### src/rtl/rxstat_pkg.sv
package rxstat_pkg;

   typedef enum logic [3:0] {
      STS_GLOBAL_NAK = 4'h1,
      STS_OUT_DATA   = 4'h2,
      STS_OUT_DONE   = 4'h3,
      STS_SETUP_DONE = 4'h4,
      STS_SETUP_DATA = 4'h6
   } rx_sts_e;

   typedef struct packed {
      logic [3:0]  zero_hi;
      logic        phase_start;
      logic [1:0]  zero_mid;
      logic [3:0]  frame;
      logic [3:0]  sts;
      logic [1:0]  pid;
      logic [10:0] bcnt;
      logic [3:0]  ep;
   } rx_word_t;

   function automatic logic sts_known(input logic [3:0] code);
      return code inside {STS_GLOBAL_NAK, STS_OUT_DATA, STS_OUT_DONE,
                          STS_SETUP_DONE, STS_SETUP_DATA};
   endfunction

   function automatic logic sts_alerts(input logic [3:0] code);
      return code inside {STS_GLOBAL_NAK, STS_OUT_DONE, STS_SETUP_DONE};
   endfunction

endpackage

### src/rtl/rxstat_pack.sv
module rxstat_pack
   import rxstat_pkg::*;
(
   input  logic [3:0]  ep,
   input  logic [10:0] bcnt,
   input  logic [1:0]  pid,
   input  logic [3:0]  sts,
   input  logic [3:0]  frame,
   input  logic        phase_start,
   output rx_word_t    word,
   output logic        known,
   output logic        alert
);

   always_comb begin
      word             = '0;
      word.ep          = ep;
      word.bcnt        = bcnt;
      word.pid         = pid;
      word.sts         = sts;
      word.frame       = frame;
      word.phase_start = phase_start && (sts == STS_OUT_DONE);
      known            = sts_known(sts);
      alert            = sts_alerts(sts);
   end

endmodule

### src/rtl/rxstat_store.sv
module rxstat_store #(
   parameter int DEPTH = 8,
   parameter int W     = 32,
   localparam int AW   = (DEPTH > 1) ? $clog2(DEPTH) : 1,
   localparam int CW   = $clog2(DEPTH + 1)
) (
   input  logic          clk,
   input  logic          rst_n,
   input  logic          wr_en,
   input  logic [W-1:0]  wr_data,
   input  logic          rd_pop,
   output logic [W-1:0]  head,
   output logic [CW-1:0] count,
   output logic          full,
   output logic          empty
);

   localparam bit POW2 = (DEPTH & (DEPTH - 1)) == 0;

   logic [W-1:0]  mem_q [DEPTH];
   logic [AW-1:0] wr_ptr, rd_ptr, wr_nxt, rd_nxt;
   logic [CW-1:0] cnt_q;

   generate
      if (POW2) begin : g_wrap_pow2
         assign wr_nxt = wr_ptr + 1'b1;
         assign rd_nxt = rd_ptr + 1'b1;
      end else begin : g_wrap_cmp
         assign wr_nxt = (wr_ptr == AW'(DEPTH - 1)) ? '0 : wr_ptr + 1'b1;
         assign rd_nxt = (rd_ptr == AW'(DEPTH - 1)) ? '0 : rd_ptr + 1'b1;
      end
   endgenerate

   generate
      for (genvar g = 0; g < DEPTH; g++) begin : g_slot
         always_ff @(posedge clk or negedge rst_n) begin
            if (!rst_n)
               mem_q[g] <= '0;
            else if (wr_en && (wr_ptr == AW'(g)))
               mem_q[g] <= wr_data;
         end
      end
   endgenerate

   always_ff @(posedge clk or negedge rst_n) begin
      if (!rst_n) begin
         wr_ptr <= '0;
         rd_ptr <= '0;
         cnt_q  <= '0;
      end else begin
         if (wr_en)  wr_ptr <= wr_nxt;
         if (rd_pop) rd_ptr <= rd_nxt;
         case ({wr_en, rd_pop})
            2'b10:   cnt_q <= cnt_q + 1'b1;
            2'b01:   cnt_q <= cnt_q - 1'b1;
            default: cnt_q <= cnt_q;
         endcase
      end
   end

   assign head  = mem_q[rd_ptr];
   assign count = cnt_q;
   assign full  = (cnt_q == CW'(DEPTH));
   assign empty = (cnt_q == '0);

endmodule

### src/rtl/rxstat_queue.sv
module rxstat_queue
   import rxstat_pkg::*;
#(
   parameter int         DEPTH     = 8,
   parameter int         RAW       = 8,
   parameter logic [7:0] POP_ADDR  = 8'h20,
   parameter logic [7:0] PEEK_ADDR = 8'h1C,
   localparam int        CW        = $clog2(DEPTH + 1)
) (
   input  logic           clk,
   input  logic           rst_n,
   input  logic           push_valid,
   input  logic [3:0]     push_ep,
   input  logic [10:0]    push_bcnt,
   input  logic [1:0]     push_pid,
   input  logic [3:0]     push_sts,
   input  logic [3:0]     push_frame,
   input  logic           push_phase_start,
   input  logic           rd_en,
   input  logic [RAW-1:0] rd_addr,
   output logic [31:0]    rd_data,
   output logic           level,
   output logic [CW-1:0]  count,
   output logic           irq,
   output logic           overflow
);

   generate
      if (DEPTH < 2) begin : g_bad_depth
         $error("rxstat_queue: DEPTH must be at least 2");
      end
      if (RAW < 8) begin : g_bad_raw
         $error("rxstat_queue: RAW must cover the read offsets");
      end
   endgenerate

   rx_word_t      pk_word;
   logic          pk_known, pk_alert;
   logic [31:0]   head;
   logic          full, empty;
   logic          sel_pop, sel_peek, pop_fire, push_take;
   logic          irq_q, ovf_q;

   rxstat_pack u_pack (
      .ep          (push_ep),
      .bcnt        (push_bcnt),
      .pid         (push_pid),
      .sts         (push_sts),
      .frame       (push_frame),
      .phase_start (push_phase_start),
      .word        (pk_word),
      .known       (pk_known),
      .alert       (pk_alert)
   );

   assign sel_pop   = rd_en && (rd_addr == RAW'(POP_ADDR));
   assign sel_peek  = rd_en && (rd_addr == RAW'(PEEK_ADDR));
   assign pop_fire  = sel_pop && !empty;
   assign push_take = push_valid && pk_known && (!full || pop_fire);

   rxstat_store #(.DEPTH(DEPTH), .W(32)) u_store (
      .clk     (clk),
      .rst_n   (rst_n),
      .wr_en   (push_take),
      .wr_data (pk_word),
      .rd_pop  (pop_fire),
      .head    (head),
      .count   (count),
      .full    (full),
      .empty   (empty)
   );

   always_ff @(posedge clk or negedge rst_n) begin
      if (!rst_n) begin
         irq_q <= 1'b0;
         ovf_q <= 1'b0;
      end else begin
         irq_q <= push_take && pk_alert;
         if (push_valid && pk_known && full && !pop_fire)
            ovf_q <= 1'b1;
      end
   end

   assign rd_data  = ((sel_pop || sel_peek) && !empty) ? head : 32'h0;
   assign level    = !empty;
   assign irq      = irq_q;
   assign overflow = ovf_q;

endmodule

### config.mk
export PLATFORM = sky130hd
export DESIGN_NAME = rxstat_queue
export DESIGN_NICKNAME = d
export VERILOG_FILES = /design/src/rtl/rxstat_pkg.sv /design/src/rtl/rxstat_pack.sv /design/src/rtl/rxstat_store.sv /design/src/rtl/rxstat_queue.sv
export SDC_FILE = /design/constraint.sdc
export NUM_CORES = 1
export LEC_CHECK = 0
export BUFFER_PORTS_ARGS = -buffer_cell sky130_fd_sc_hd__buf_2
export CAP_MARGIN = 10
export CORE_MARGIN = 2
export CORE_UTILIZATION = 40
export CTS_CLUSTER_SIZE = 30
export DETAILED_ROUTE_END_ITERATION = 7
export GPL_TIMING_DRIVEN = 1
export PLACE_DENSITY = 0.65
export SLEW_MARGIN = 20
export SYNTH_ARGS = -nofsm -noshare
export SYNTH_HDL_FRONTEND = slang
export SYNTH_SLANG_ARGS = --single-unit
export TNS_END_PERCENT = 30
### constraint.sdc
create_clock -name clk -period 4.5 [get_ports clk]
set_input_delay 0.225 -clock clk [delete_from_list [all_inputs] [get_ports clk]]
set_output_delay 0.225 -clock clk [all_outputs]
set_load 0.02 [all_outputs]
# After elaboration in Yosys (flattened, before gate mapping)
# Cells that the tools add are included.
[word_totals] reg_bits=220 latchBits=0 ram_bits=0 rom_bits=0 inputBits=38 output_inout_bits=39 wordCells=69 n_memories=0
[classes] add_sub_neg=4 n_mul=0 div=0 magnitude_cmp=1 eq_ne=17 shifts=0 mux=5 bitwise_logic=1 reduce_logical=28
[op_table] op="binary-select mux 32 bit (select 3 bit)" n=1
[op_table] op="2-to-1 mux 32 bit" n=3
[op_table] op="logical AND 1 bit" n=18
[op_table] op="equality test 3 bit (second input constant)" n=4
[op_table] op="equality test 4 x 2 -> 1 bit (second input constant)" n=2
[op_table] op="equality test 4 x 3 -> 1 bit (second input constant)" n=2
[op_table] op="equality test 8 x 5 -> 1 bit (second input constant)" n=1
[op_table] op="equality test 8 x 6 -> 1 bit (second input constant)" n=1
[op_table] op="case mux 4 bit (2 select lines)" n=1
[op_table] op="adder 3 x 1 -> 3 bit (second input constant)" n=2
[op_table] op="equality test 3 x 2 -> 1 bit (second input constant)" n=2
[op_table] op="nonzero test 5 bit" n=1
[op_table] op="adder 4 x 1 -> 4 bit (second input constant)" n=1
[op_table] op="equality test 4 x 1 -> 1 bit (second input constant)" n=1
[op_table] op="equality test 4 bit (second input constant)" n=1
[op_table] op=">= comparator 4 bit (second input constant)" n=1
[op_table] op="zero test 4 bit" n=1
[op_table] op="inverter 3 -> 4 bit" n=1
[op_table] op="subtractor 4 x 1 -> 4 bit (second input constant)" n=1
[op_table] op="equality test 3 x 1 -> 1 bit (second input constant)" n=1
[op_table] op="zero test 1 bit" n=3
[op_table] op="zero test 3 bit" n=1
[op_table] op="nonzero test 3 bit" n=1
[op_table] op="equality test 2 x 1 -> 1 bit (second input constant)" n=1
[op_table] op="other kinds (3)" n=4

# Longest topological paths before layout
# Gate-level depths: netlist (run 1).
[logic_depth] word_depth=7 mapped_depth=11 depth_no_buf=9

# Hierarchy
# A second synthesis (run 1) with hierarchy kept.
[unflattened] cells_unflattened=798 hier_area_um2=12746.0
[modules_own_cells] module="rxstat_store" n_inst=1 cells_per_inst=710 area_per_inst_um2=12087.8 seq_area_each_um2=6656.4
[modules_own_cells] module="rxstat_queue" n_inst=1 cells_per_inst=49 area_per_inst_um2=376.6 seq_area_each_um2=50.0
[modules_own_cells] module="rxstat_pack" n_inst=1 cells_per_inst=39 area_per_inst_um2=281.5 seq_area_each_um2=0.0

# Worst setup path before layout (run 1)
# Ideal clock, no wire load.
[synth_path] path_kind="input port to flip-flop" start="input port rd_addr[6]" end="register u_store.cnt_q[2], in the netlist u_store.count[2]" setup_ns=0.126 arrival_ns=2.448 required_ns=4.374 setup_slack_ns=1.926 path_stages=8 path_buffers=0 cell_sequence="or4b_1 > nor3_2 > and2_0 > nand2_1 > fa_1 > xnor2_1 > and2_1 > a221o_1"
[synth_between] elab_chain_cells=7 word_cells_on_any_way=9 cone_classes="eq/ne (3); mux (1); reduce/logical (5)"
[synth_lines] item="start: declaration" line_no="rxstat_queue.sv:20" rtl="input logic [RAW-1:0] rd_addr,"
[synth_lines] item="equality test 8 x 6 -> 1 bit (*)" line_no="rxstat_queue.sv:56" rtl="assign sel_pop = rd_en && (rd_addr == RAW'(POP_ADDR));"
[synth_lines] item="logical AND 1 bit (*)" line_no="rxstat_queue.sv:56"
[synth_lines] item="logical AND 1 bit (*)" line_no="rxstat_queue.sv:58" rtl="assign pop_fire = sel_pop && !empty;"
[synth_lines] item="logical OR 1 bit" line_no="rxstat_queue.sv:59" rtl="assign push_take = push_valid && pk_known && (!full || pop_fire);"
[synth_lines] item="logical AND 1 bit" line_no="rxstat_queue.sv:59"
[synth_lines] item="equality test 2 x 1 -> 1 bit / equality test 2 bit (equally long branches)" line_no="rxstat_store.sv:53" rtl="case ({wr_en, rd_pop})"
[synth_lines] item="case mux 4 bit (2 select lines) / nonzero test 2 bit (equally long branches)"
[synth_lines] item="end signal: assignment" line_no="rxstat_store.sv:54" rtl="2'b10: cnt_q <= cnt_q + 1'b1;"
[synth_lines] item="end signal: assignment" line_no="rxstat_store.sv:55" rtl="2'b01: cnt_q <= cnt_q - 1'b1;"
[synth_lines] item="end signal: assignment" line_no="rxstat_store.sv:56" rtl="default: cnt_q <= cnt_q;"
[synth_lines] item="end: declaration" line_no="rxstat_store.sv:22" rtl="logic [CW-1:0] cnt_q;"
# Mark *: on every way between the ends. The rest lies on a longest branch, timed or not.
# A chain may end at the register's enable or synchronous reset.

# Worst setup path after layout (run 1)
[layout_path] start="register u_store.cnt_q[0], in the netlist u_store.count[0]" end="output port rd_data[22]"
[layout_between] elab_chain_cells=4
[layout_lines] item="zero test 4 bit" line_no="rxstat_store.sv:64" rtl="assign empty = (cnt_q == '0);"
[layout_lines] item="zero test 1 bit" line_no="rxstat_queue.sv:84" rtl="assign rd_data = ((sel_pop || sel_peek) && !empty) ? head : 32'h0;"
[layout_lines] item="logical AND 1 bit" line_no="rxstat_queue.sv:84"
[layout_lines] item="2-to-1 mux 32 bit" line_no="rxstat_queue.sv:84"
[layout_lines] item="end: declaration" line_no="rxstat_queue.sv:21" rtl="output logic [31:0] rd_data,"
# Every way passes these cells.

==> results of run 1 <==
[power groups by stage]
stage	logic, uW	registers [uW]	clock network [uW]
floorplan	1520	3090	0
global placement	1880	3230	0
detailed placement	1940	3240	0
CTS	1940	3230	2000
global route	2100	3320	2090
finish	1910	3240	1970
[how the worst max path moves through the flow]
| stage | end | cells past startpoint |
|---|---|---|
| 4_1_cts | rd_data[22] | 6 |
| 3_5_place_dp | u_store.mem_q[180]$_DFFE_PN0P_ | 6 |
| 2_1_floorplan | u_store.count[2]$_DFFE_PN0P_ | 8 |
| 3_3_place_gp | u_store.mem_q[123]$_DFFE_PN0P_ | 6 |
| 6_report | rd_data[22] | 6 |
| 5_1_grt | rd_data[22] | 6 |
[cell families (layout without fill, tap and decap cells)]
family	after synthesis	count (layout)	share of synthesized area (%)
flip-flops	220	220	53.6
AO/OA/AOI/OAI	156	156	13.3
AND/OR/NAND/NOR	153	153	7.75
multiplexers	136	136	20.3
buffers and inverters	74	142	3.40
adder cells (fa/ha/maj)	10	10	1.29
XOR/XNOR	5	5	0.426
other	1	7	0.0365
[critical path: stages, from the launching register on]
cell	delay, ns
dfrtp_1	0.49
nor3_1	0.12
nand2b_1	0.22
nand3_1	0.80
buf_4	0.49
nor2_1	0.15
buf_2	0.18
[layout make-up]
cell class | instances | area share, %
inverter | 5 | 0.160
timing repair buffer | 97 | 4.94
antenna | 1 | 0.0213
clock buffer | 30 | 5.55
tap | 330 | 3.51
multi-input combinational | 466 | 37.8
sequential | 220 | 46.9
clock inverter | 10 | 1.12
[per-layer routing]
layer	up-vias	track usage (%)
li1	2974	-
met1	3542	27.2
met2	162	33.3
met3	38	2.83
met4	0	4.67
met5	-	0
[sequential cells by signal (all words and copies together), names as in the netlist]
| name | cells |
|---|---|
| irq | 1 |
| u_store.wr_ptr | 3 |
| overflow | 1 |
| u_store.count | 4 |
| u_store.mem_q | 208 |
| u_store.rd_ptr | 3 |
[synthesized netlist by cell type, drive strengths merged (2+ instances only)]
cell / number
clkbuf: 38
nand3: 8
nand4: 6
dfrtp: 220
mux2i: 27
ha: 9
nor4: 3
mux4: 52
or4b: 2
nand2b: 2
nor2: 31
a21oi: 3
nand2: 77
xnor2: 5
buf: 31
nor3b: 2
nor3: 3
mux2: 57
o2bb2ai: 144
nor4b: 2
a221o: 3
inv: 4
and2: 11
[stage by stage]
| step | instances | hold slack (ns) |
|---|---|---|
| after floorplan | 760 | -0.0706 |
| after global placement | 1111 | 0.356 |
| after detailed placement | 1111 | 0.361 |
| after CTS | 1158 | 0.00216 |
| after global routing | 1158 | 0.0165 |
| final | 1159 | 0.0128 |
==> impl_metrics.csv, run 1 <==
group,metric,value,unit
cts,cts_tree,"done",
synthesis,synth.ff_latch_count,220,
pwr,netSwitchingFraction,30.1,%
cts,clk_path_buf_depth,3,
detailed_routing,wire_per_inst,22.3,um
floorplan,die_area,27000,um^2
grt,grt_use_total,19.8,%
pwr,switchingPower,2140,uW
place,placed_cell_area,10900,um^2
flow_run,drv_cap,0,
finish,final_area,11800,um^2
sta,worst_slew_pin_slew,1.10,ns
cts,post_cts_resized,0,
pwr,p_per_area,606,nW/um^2
worst_setup_path,cp.arrival,2.98,ns
cts,cts.sinks,220,
worst_setup_path,rr_worst_depth,6,
worst_setup_path,cp_data_required_time,4.28,ns
grt,grt_antenna_before_repair,1,
finish,utilization,46.7,%
pwr,p_leak,0.00492,uW
detailed_routing,dr.pass1.iters,4,
detailed_routing,drt_wl_total,25900,um
worst_setup_path,r2r-start,"u_store.count[0]$_DFFE_PN0P_",
min_path,hold-path-endpoint,"u_store.mem_q[10]$_DFFE_PN0P_",
worst_setup_path,worst-r2r-setup-slack,1.73,ns
detailed_routing,via_per_inst,5.79,
worst_setup_path,cp_max_fo,15,
floorplan,io_pins,77,
finish,regArea,5510,um^2
cts,cts_buffers,23,
pwr,power,7120,uW
worst_setup_path,crit_start,"u_store.count[0]$_DFFE_PN0P_",
worst_setup_path,critical_path_class,"flop to output pin",
place,numPortBuffers,70,
detailed_routing,wl_met3,1460,um
synthesis,syn_area,10300,um^2
pwr,power_frac_comb,26.9,%
detailed_routing,drt_iter0_drc,358,
place,gp_congestion,0.737,
sta,fin_tns_setup,0,ns
detailed_routing,drc_errors,0,
sta,hold_viol,0,
cts,clk_pin_slew,0.06,ns
cts,cts_hold_buffers,7,
cts,h-tree-depth,1,
sta,final-max-slew-violation-count,0,
pwr,peakVddDrop,0.276,mV
floorplan,rows,58,
pwr,clkPwrFrac,27.6,%
finish,drive_gt1_share,27.5,%
floorplan,core,25200,um^2
sta,rsz0062_at_grt,"no",
sta,slew_headroom,26.9,%
pwr,p_seq_share,45.5,%
min_path,holdPathStages,2,
worst_setup_path,critPathLaunchType,"flop",
sta,period_needed,3.21,ns
place,hpwlAfterDp,15000,um
finish,multiInputGateArea,4440,um^2
sta,setup_viol,0,
run_status,run_status,"finished clean",
synthesis,seq_area_frac_synth,53.6,%
synthesis,synthCells,755,
min_path,hold_path.class,"input pin to flop",
finish,fin_nets,861,
cts,clock_latency,0.50,ns
sta,fmax,312,MHz
worst_setup_path,worstReg2RegEnd,"u_store.mem_q[169]$_DFFE_PN0P_",
synthesis,synth_area_leaders,"dfrtp_1 54%, o2bb2ai_1 12%, mux4_2 11%",
finish,final_cell_mix,"217 x dfrtp_1, 144 x o2bb2ai_1, 77 x nand2_1",
detailed_routing,route.met2.wl,12800,um
detailed_routing,drt.antenna.violating_nets,0,
floorplan,initial_core_util,40.8,%
synthesis,synth_top_cell_by_area,"dfrtp_1",
synthesis,synth_edf_count,0,
synthesis,ys_types,49,
finish,area_delta_synth_final,14.3,%
synthesis,synthArstFlopShare,100,%
cts,clock_tree.root_cell,"clkbuf_16",
finish,fillers,2226,
detailed_routing,highest_layer,"met4",
synthesis,yosysWarnings,0,
cts,cts_setup_buffers,0,
place,pre_cts_ws,1.51,ns
detailed_routing,drt-met1-wl,11100,um
synthesis,syn_area_per_cell,13.6,um^2
grt,grt_pass1_wl,40900,um
synthesis,synth.top_cell.area_share,53.6,%
sta,setup_slack,1.29,ns
grt,grt_max_degree,110,
min_path,min_from,"push_bcnt[6]",
detailed_routing,vias,6716,
floorplan,dieWidth,164,um
synthesis,ys.flop_type,"dfrtp_1",
grt,first_global_vias,7091,
grt,grt.overflow.total,0,
sta,finalCritPeriodShare,71.2,%
pwr,p_int,4980,uW
finish,final_common_cell,"dfrtp_1",
floorplan,die_h,164,um
worst_setup_path,cp-end-kind,"output pin",
sta,skew,0.00829,ns
(Power assumes the default switching activity.)
==> run 2: changes to the inputs <==
--- a/config.mk
+++ b/config.mk
@@ -5,6 +5,7 @@
 export SDC_FILE = /design/constraint.sdc
 export NUM_CORES = 1
 export LEC_CHECK = 0
+export ABC_AREA = 1
 export BUFFER_PORTS_ARGS = -buffer_cell sky130_fd_sc_hd__buf_2
 export CAP_MARGIN = 10
 export CORE_MARGIN = 2
@@ -12,7 +13,7 @@
 export CTS_CLUSTER_SIZE = 30
 export DETAILED_ROUTE_END_ITERATION = 7
 export GPL_TIMING_DRIVEN = 1
-export PLACE_DENSITY = 0.65
+export PLACE_DENSITY = 0.67
 export SLEW_MARGIN = 20
 export SYNTH_ARGS = -nofsm -noshare
 export SYNTH_HDL_FRONTEND = slang
==> constraint.sdc (replaced) <==
create_clock -name clk -period 2.6 [get_ports clk]
set_input_delay 0.13 -clock clk [delete_from_list [all_inputs] [get_ports clk]]
set_output_delay 0.13 -clock clk [all_outputs]
set_load 0.02 [all_outputs]
==> impl_metrics.csv, run 2 <==
group,metric,value,unit
min_path,holdPathStages,3,
sta,rsz0062_at_grt,"yes",
worst_setup_path,worstReg2RegEnd,"u_store.count[3]$_DFFE_PN0P_",
cts,cts_tree,"done",
floorplan,die_h,165,um
synthesis,synth.top_cell.area_share,52.9,%
synthesis,syn_area,10400,um^2
detailed_routing,drt.antenna.violating_nets,0,
sta,setup_viol,0,
worst_setup_path,slowest_stage,"dfrtp_4",
worst_setup_path,crit_buf_inv,3,
worst_setup_path,crit_family,"flip-flops",
grt,grt.overflow.total,0,
sta,slew_headroom,53.6,%
finish,fillers,2481,
place,placed_cell_area,10900,um^2
place,gp_congestion,0.748,
finish,drive_gt1_share,14.5,%
cts,clk_path_buf_depth,3,
floorplan,io_pins,77,
detailed_routing,drt_iter0_drc,585,
finish,regMostFlops,"u_store.mem_q",
worst_setup_path,cp.arrival,2.37,ns
worst_setup_path,worst-r2r-setup-slack,0.35,ns
worst_setup_path,critPathLaunchType,"flop",
floorplan,die_area,27300,um^2
floorplan,initial_core_util,40.4,%
cts,cts_buffers,25,
detailed_routing,via_per_inst,5.21,
run_status,run_status,"finished clean",
sta,worst_slew_pin_slew,0.697,ns
worst_setup_path,r2r-start,"u_store.count[1]$_DFFE_PN0P_",
floorplan,rows,59,
sta,finalCritPeriodShare,96.0,%
synthesis,synth_top_cell_by_area,"dfrtp_1",
cts,clk_pin_slew,0.06,ns
detailed_routing,dr.pass1.iters,5,
detailed_routing,wire_per_inst,16.1,um
grt,grt_max_degree,109,
synthesis,synth_compound_area_share,18.2,%
pwr,p_leak,0.00552,uW
cts,h-tree-depth,1,
pwr,p_per_area,979,nW/um^2
worst_setup_path,cp_max_fo,37,
synthesis,synthCells,1170,
finish,largest_reg_flops,208,
worst_setup_path,cp_data_required_time,2.47,ns
synthesis,synth_edf_count,0,
synthesis,synthMuxAreaShare,2.31,%
floorplan,dieWidth,165,um
synthesis,synthArstFlopShare,100,%
synthesis,synth.ff_latch_count,220,
min_path,hold_path.class,"input pin to flop",
worst_setup_path,critPathMaxStageDelay,0.70,ns
worst_setup_path,critical_path_class,"flop to output pin",
min_path,min_from,"push_bcnt[7]",
finish,area_delta_synth_final,14.2,%
finish,fin_nets,1271,
synthesis,synthAdderAreaFrac,1.28,%
synthesis,ys.flop_type,"dfrtp_1",
synthesis,synth_xor_area_share,0.337,%
cts,cts_setup_buffers,0,
sta,hold_viol,0,
worst_setup_path,crit_path_frequent_cell,"buf_12",
finish,antenna_cells,0,
grt,grt_antenna_before_repair,0,
synthesis,ys_top_cells_by_count,"392 x nand2_1, 220 x dfrtp_1, 92 x o21ai_1",
sta,fin_tns_setup,0,ns
sta,period_needed,2.50,ns
cts,clock_latency,0.52,ns
synthesis,yosysMostFrequentCell,"nand2_1",
worst_setup_path,path_cells,"buf_12, buf_12, a21oi_1, a32oi_1, mux2i_1, nor2_1, buf_2",
finish,final_cell_mix,"392 x nand2_1, 218 x dfrtp_1, 92 x o21ai_1",
sta,fmax,401,MHz
synthesis,ys_types,34,
grt,first_global_vias,7991,
cts,clock_tree.root_cell,"clkbuf_16",
detailed_routing,vias,8178,
cts,cts.sinks,220,
synthesis,syn_area_per_cell,8.89,um^2
min_path,hold-path-endpoint,"u_store.mem_q[107]$_DFFE_PN0P_",
worst_setup_path,rr_worst_depth,15,
synthesis,yosysWarnings,0,
synthesis,synth-simple-area-share,17.4,%
place,hpwlAfterDp,15100,um
finish,final_common_cell,"nand2_1",
pwr,peakVddDrop,0.463,mV
place,numPortBuffers,70,
detailed_routing,drt_wl_total,25200,um
grt,grt_use_total,19.1,%
finish,final_area,11900,um^2
detailed_routing,drc_errors,0,
synthesis,synth_top_family_by_area,"compound AO/OA/AOI/OAI gates",
floorplan,core,25800,um^2
sta,skew,0.0108,ns
worst_setup_path,cp-end-kind,"output pin",
grt,grt_pass1_wl,41700,um
sta,final-max-slew-violation-count,0,
flow_run,drv_cap,0,
synthesis,seq_area_frac_synth,52.9,%
synthesis,synth_area_leaders,"dfrtp_1 53%, nand2_1 14%, o21ai_1 4.4%",
==> run 2: cell types whose count changed in the layout (fill, tap and decap cells not counted), moves of 24 or more <==
cell,change
a21oi_1,+49
o21ai_0,+84
mux4_2,-52
mux2_2,-33
inv_1,+48
a32oi_1,+49
o21ai_1,+92
o2bb2ai_1,-144
o21ai_2,+31
mux2_1,-24
nand2_1,+315
==> run 2: worst register-to-register path, cell delays in order (launching register included) <==
cell	delay (ns)
dfrtp_1	0.39
inv_1	0.11
nand2_1	0.08
nor3_1	0.23
nor2_2	0.13
nand2_1	0.19
inv_1	0.09
ha_1	0.33
a21oi_1	0.16
nand2_1	0.08
nand3_1	0.09
nand2_1	0.07
nand2_1	0.06
nand2_1	0.04
nand2_1	0.05
inv_1	0.03
==> run 2: worst max-delay path by stage <==
stage / from / to / cells after the start
finish: u_store.rd_ptr[1]$_DFFE_PN0P_ / rd_data[3] / 7
global placement: u_store.count[0]$_DFFE_PN0P_ / u_store.count[3]$_DFFE_PN0P_ / 15
global route: u_store.rd_ptr[1]$_DFFE_PN0P_ / rd_data[5] / 7
floorplan: u_store.count[1]$_DFFE_PN0P_ / u_store.count[3]$_DFFE_PN0P_ / 15
CTS: u_store.count[0]$_DFFE_PN0P_ / rd_data[16] / 10
detailed placement: u_store.count[0]$_DFFE_PN0P_ / u_store.count[3]$_DFFE_PN0P_ / 15
==> run 2: where the power goes <==
part	internal, uW	switching [uW]
clock	2040	1350
combinational	1190	1590
sequential	4720	725
==> run 2: final cells by class <==
cell class	count	area [um^2]	share of cell area, %
well taps	335	419	3.53
multi-input cells	810	4130	34.8
clock inverters	4	48.8	0.411
repair buffers	106	795	6.69
clock buffers	36	737	6.20
inverters	60	236	1.99
flip-flops and latches	220	5510	46.4
==> run 2: through the flow <==
| step | hold WS, ns | util, % | std cells | power [uW] | setup WS [ns] |
|---|---|---|---|---|---|
| finish | 0.00307 | 46.1 | 1571 | 11600 | 0.105 |
| global route | 0.0323 | 46.1 | 1571 | 12400 | -0.00761 |
| CTS | 0.00401 | 46.1 | 1571 | 11700 | 0.0164 |
| detailed placement | 0.145 | 42.4 | 1516 | 8270 | 0.315 |
| global placement | 0.136 | 42.4 | 1516 | 8110 | 0.394 |
| floorplan | -0.166 | - | 1175 | 7530 | 0.452 |
==> run 2: cells by family after synthesis <==
kind of cell,Yosys count
muxes,24
and+or+nand+nor,452
other,1
adders and majority gates,10
DFF,220
xor gates and xnor gates,4
AOI/OAI and AO/OA,314
buffers and inverters,145
==> run 2: per-layer routing <==
| metal | vias to the layer above | global-route usage (%) | routed length [um] |
|---|---|---|---|
| li1 | 4002 | - | - |
| met1 | 3962 | 26.3 | 11600 |
| met2 | 181 | 32.3 | 12100 |
| met3 | 33 | 2.35 | 1110 |
| met4 | 0 | 4.43 | 435 |
| met5 | - | 0 | 0 |
==> run 2: what timing repair did <==
item | CTS | global route
hold endpoints to repair | 72 | 0
setup endpoints to repair | 0 | 17
resized for setup | 0 | 5
hold buffers | 15 | 0
==> run 3: changes to the inputs <==
--- a/config.mk
+++ b/config.mk
@@ -9,11 +9,12 @@
 export BUFFER_PORTS_ARGS = -buffer_cell sky130_fd_sc_hd__buf_2
 export CAP_MARGIN = 10
 export CORE_MARGIN = 2
-export CORE_UTILIZATION = 40
+export CORE_UTILIZATION = 55
 export CTS_CLUSTER_SIZE = 30
 export DETAILED_ROUTE_END_ITERATION = 7
 export GPL_TIMING_DRIVEN = 1
-export PLACE_DENSITY = 0.67
+export PLACE_DENSITY = 0.85
+export SKIP_CTS_REPAIR_TIMING = 1
 export SLEW_MARGIN = 20
 export SYNTH_ARGS = -nofsm -noshare
 export SYNTH_HDL_FRONTEND = slang
==> impl_metrics.csv, run 3 (synthesis gave the netlist of run 2 again) <==
group,metric,value,unit
worst_setup_path,cp_data_required_time,2.47,ns
finish,regMostFlops,"u_store.mem_q",
run_status,run_status,"complete, but fails checks",
worst_setup_path,crit_buf_inv,3,
detailed_routing,vias,8382,
sta,worst_slew_pin_slew,0.724,ns
sta,skew,0.00988,ns
finish,final_common_cell,"nand2_1",
worst_setup_path,critical_path_class,"flop to output pin",
finish,area_delta_synth_final,10.6,%
sta,fmax,418,MHz
worst_setup_path,critPathMaxStageDelay,0.44,ns
cts,clk_pin_slew,0.06,ns
floorplan,core,18600,um^2
cts,cts.sinks,220,
cts,clock_tree.root_cell,"clkbuf_16",
finish,fin_nets,1253,
cts,cts_tree,"done",
grt,grt_max_degree,109,
worst_setup_path,cp.arrival,2.26,ns
finish,regArea,5510,um^2
cts,h-tree-depth,1,
finish,largest_reg_flops,208,
detailed_routing,drt_wl_total,24000,um
worst_setup_path,cp-end-kind,"output pin",
grt,grt.overflow.total,0,
cts,clock_latency,0.51,ns
floorplan,io_pins,77,
grt,grt_pass1_wl,39700,um
cts,clk_path_buf_depth,3,
detailed_routing,via_per_inst,5.77,
worst_setup_path,crit_path_frequent_cell,"nand2_1",
finish,utilization,61.7,%
sta,fin_tns_setup,0,ns
floorplan,dieWidth,142,um
floorplan,die_h,142,um
pwr,p_per_area,990,nW/um^2
detailed_routing,drc_errors,0,
place,numPortBuffers,70,
worst_setup_path,crit_family,"buffers and inverters",
flow_run,drv_cap,0,
run_status,violations,"negative hold slack",
min_path,hold_path.class,"input pin to flop",
finish,fin_cells,1453,
finish,drive_gt1_share,14.2,%
place,numPlacedInstances,1409,
place,gp_congestion,0.773,
detailed_routing,wire_per_inst,16.5,um
cts,cts_buffers,23,
finish,antenna_cells,0,
floorplan,rows,50,
floorplan,die_area,20000,um^2
floorplan,initial_core_util,55.8,%
sta,rsz0062_at_grt,"no",
sta,period_needed,2.39,ns
detailed_routing,drt_iter0_drc,817,
pwr,p_leak,0.00542,uW
sta,hold_viol,2,
worst_setup_path,slowest_stage,"dfrtp_4",
grt,grt_use_total,24.3,%
grt,grt_antenna_before_repair,0,
sta,final-max-slew-violation-count,0,
worst_setup_path,path_cells,"buf_12, nor2_1, o32ai_1, nand2_1, nand2_1, nand2_1, inv_1, buf_2",
grt,first_global_vias,8062,
worst_setup_path,cp_max_fo,108,
sta,setup_viol,0,
pwr,peakVddDrop,0.677,mV
worst_setup_path,critPathLaunchType,"flop",
place,hpwlAfterDp,13700,um
detailed_routing,drt.antenna.violating_nets,0,
finish,fillers,1508,
finish,multiInputGateArea,4130,um^2
sta,finalCritPeriodShare,92.1,%
sta,holdWs,-0.00738,ns
detailed_routing,dr.pass1.iters,5,
sta,slew_headroom,51.7,%
finish,final_cell_mix,"392 x nand2_1, 218 x dfrtp_1, 92 x o21ai_1",
## run 3: cell types whose count changed in the layout (fill, tap and decap cells not counted)
cell	change
buf_12	-2
buf_2	+1
buf_4	-5
clkbuf_1	-1
clkbuf_16	-2
clkbuf_8	-4
clkinv_2	+6
clkinv_4	-1
dlygate4sd3_1	-10
inv_2	+1
inv_4	-1
inv_6	+1
## run 3: final cells by class
| class | count | area share [%] |
|---|---|---|
| clock buffers | 29 | 5.46 |
| clock inverters | 10 | 0.653 |
| inverters | 60 | 2.07 |
| multi-input cells | 810 | 35.9 |
| flip-flops and latches | 220 | 47.9 |
| well taps | 234 | 2.55 |
| repair buffers | 90 | 5.41 |
## run 3: worst min-delay path, cell delays in order
cell and delay (ns):
buf_2 0.07, inv_1 0.11, o21ai_2 0.15
## run 3: path summary, 6_finish.rpt
path                                                     from                             end  cells after the start  slack (ns)
worst max-delay path            u_store.rd_ptr[0]$_DFFE_PN0P_                     rd_data[24]                      8        0.21
worst min-delay path                            push_bcnt[10]  u_store.mem_q[110]$_DFFE_PN0P_                      3      -0.007
worst max register to register   u_store.count[1]$_DFFE_PN0P_    u_store.count[3]$_DFFE_PN0P_                     15        0.26
worst min register to register  u_store.mem_q[20]$_DFFE_PN0P_   u_store.mem_q[20]$_DFFE_PN0P_                      2        0.47
max in group asynchronous                               rst_n  u_store.mem_q[116]$_DFFE_PN0P_                      3        1.60
min in group asynchronous                               rst_n  u_store.mem_q[139]$_DFFE_PN0P_                      2        0.23
## run 3: power by group
group          switching (uW)  internal, uW  leakage [uW]
logic                    1650          1180       0.00218
registers                 741          4720       0.00288
clock network            1290          1800      0.000358
total                    3690          7700       0.00542
## run 3: through the flow
step | area [um^2] | setup WS (ns) | power (uW)
3_3_place_gp | 10700 | 0.433 | 8080
5_1_grt | 11500 | 0.0118 | 12100
3_5_place_dp | 10700 | 0.294 | 8290
4_1_cts | 11400 | 0.0172 | 11400
2_1_floorplan | 10400 | 0.452 | 7530
6_report | 11500 | 0.206 | 11400
## run 3: metal layers
metal  global-route usage, %  wire [um]  vias up
met5                       0          0        -
met4                    5.89        358        0
met3                    3.10       1370       31
met2                    41.0      11800      258
met1                    33.7      10500     4136
li1                        -          -     3957
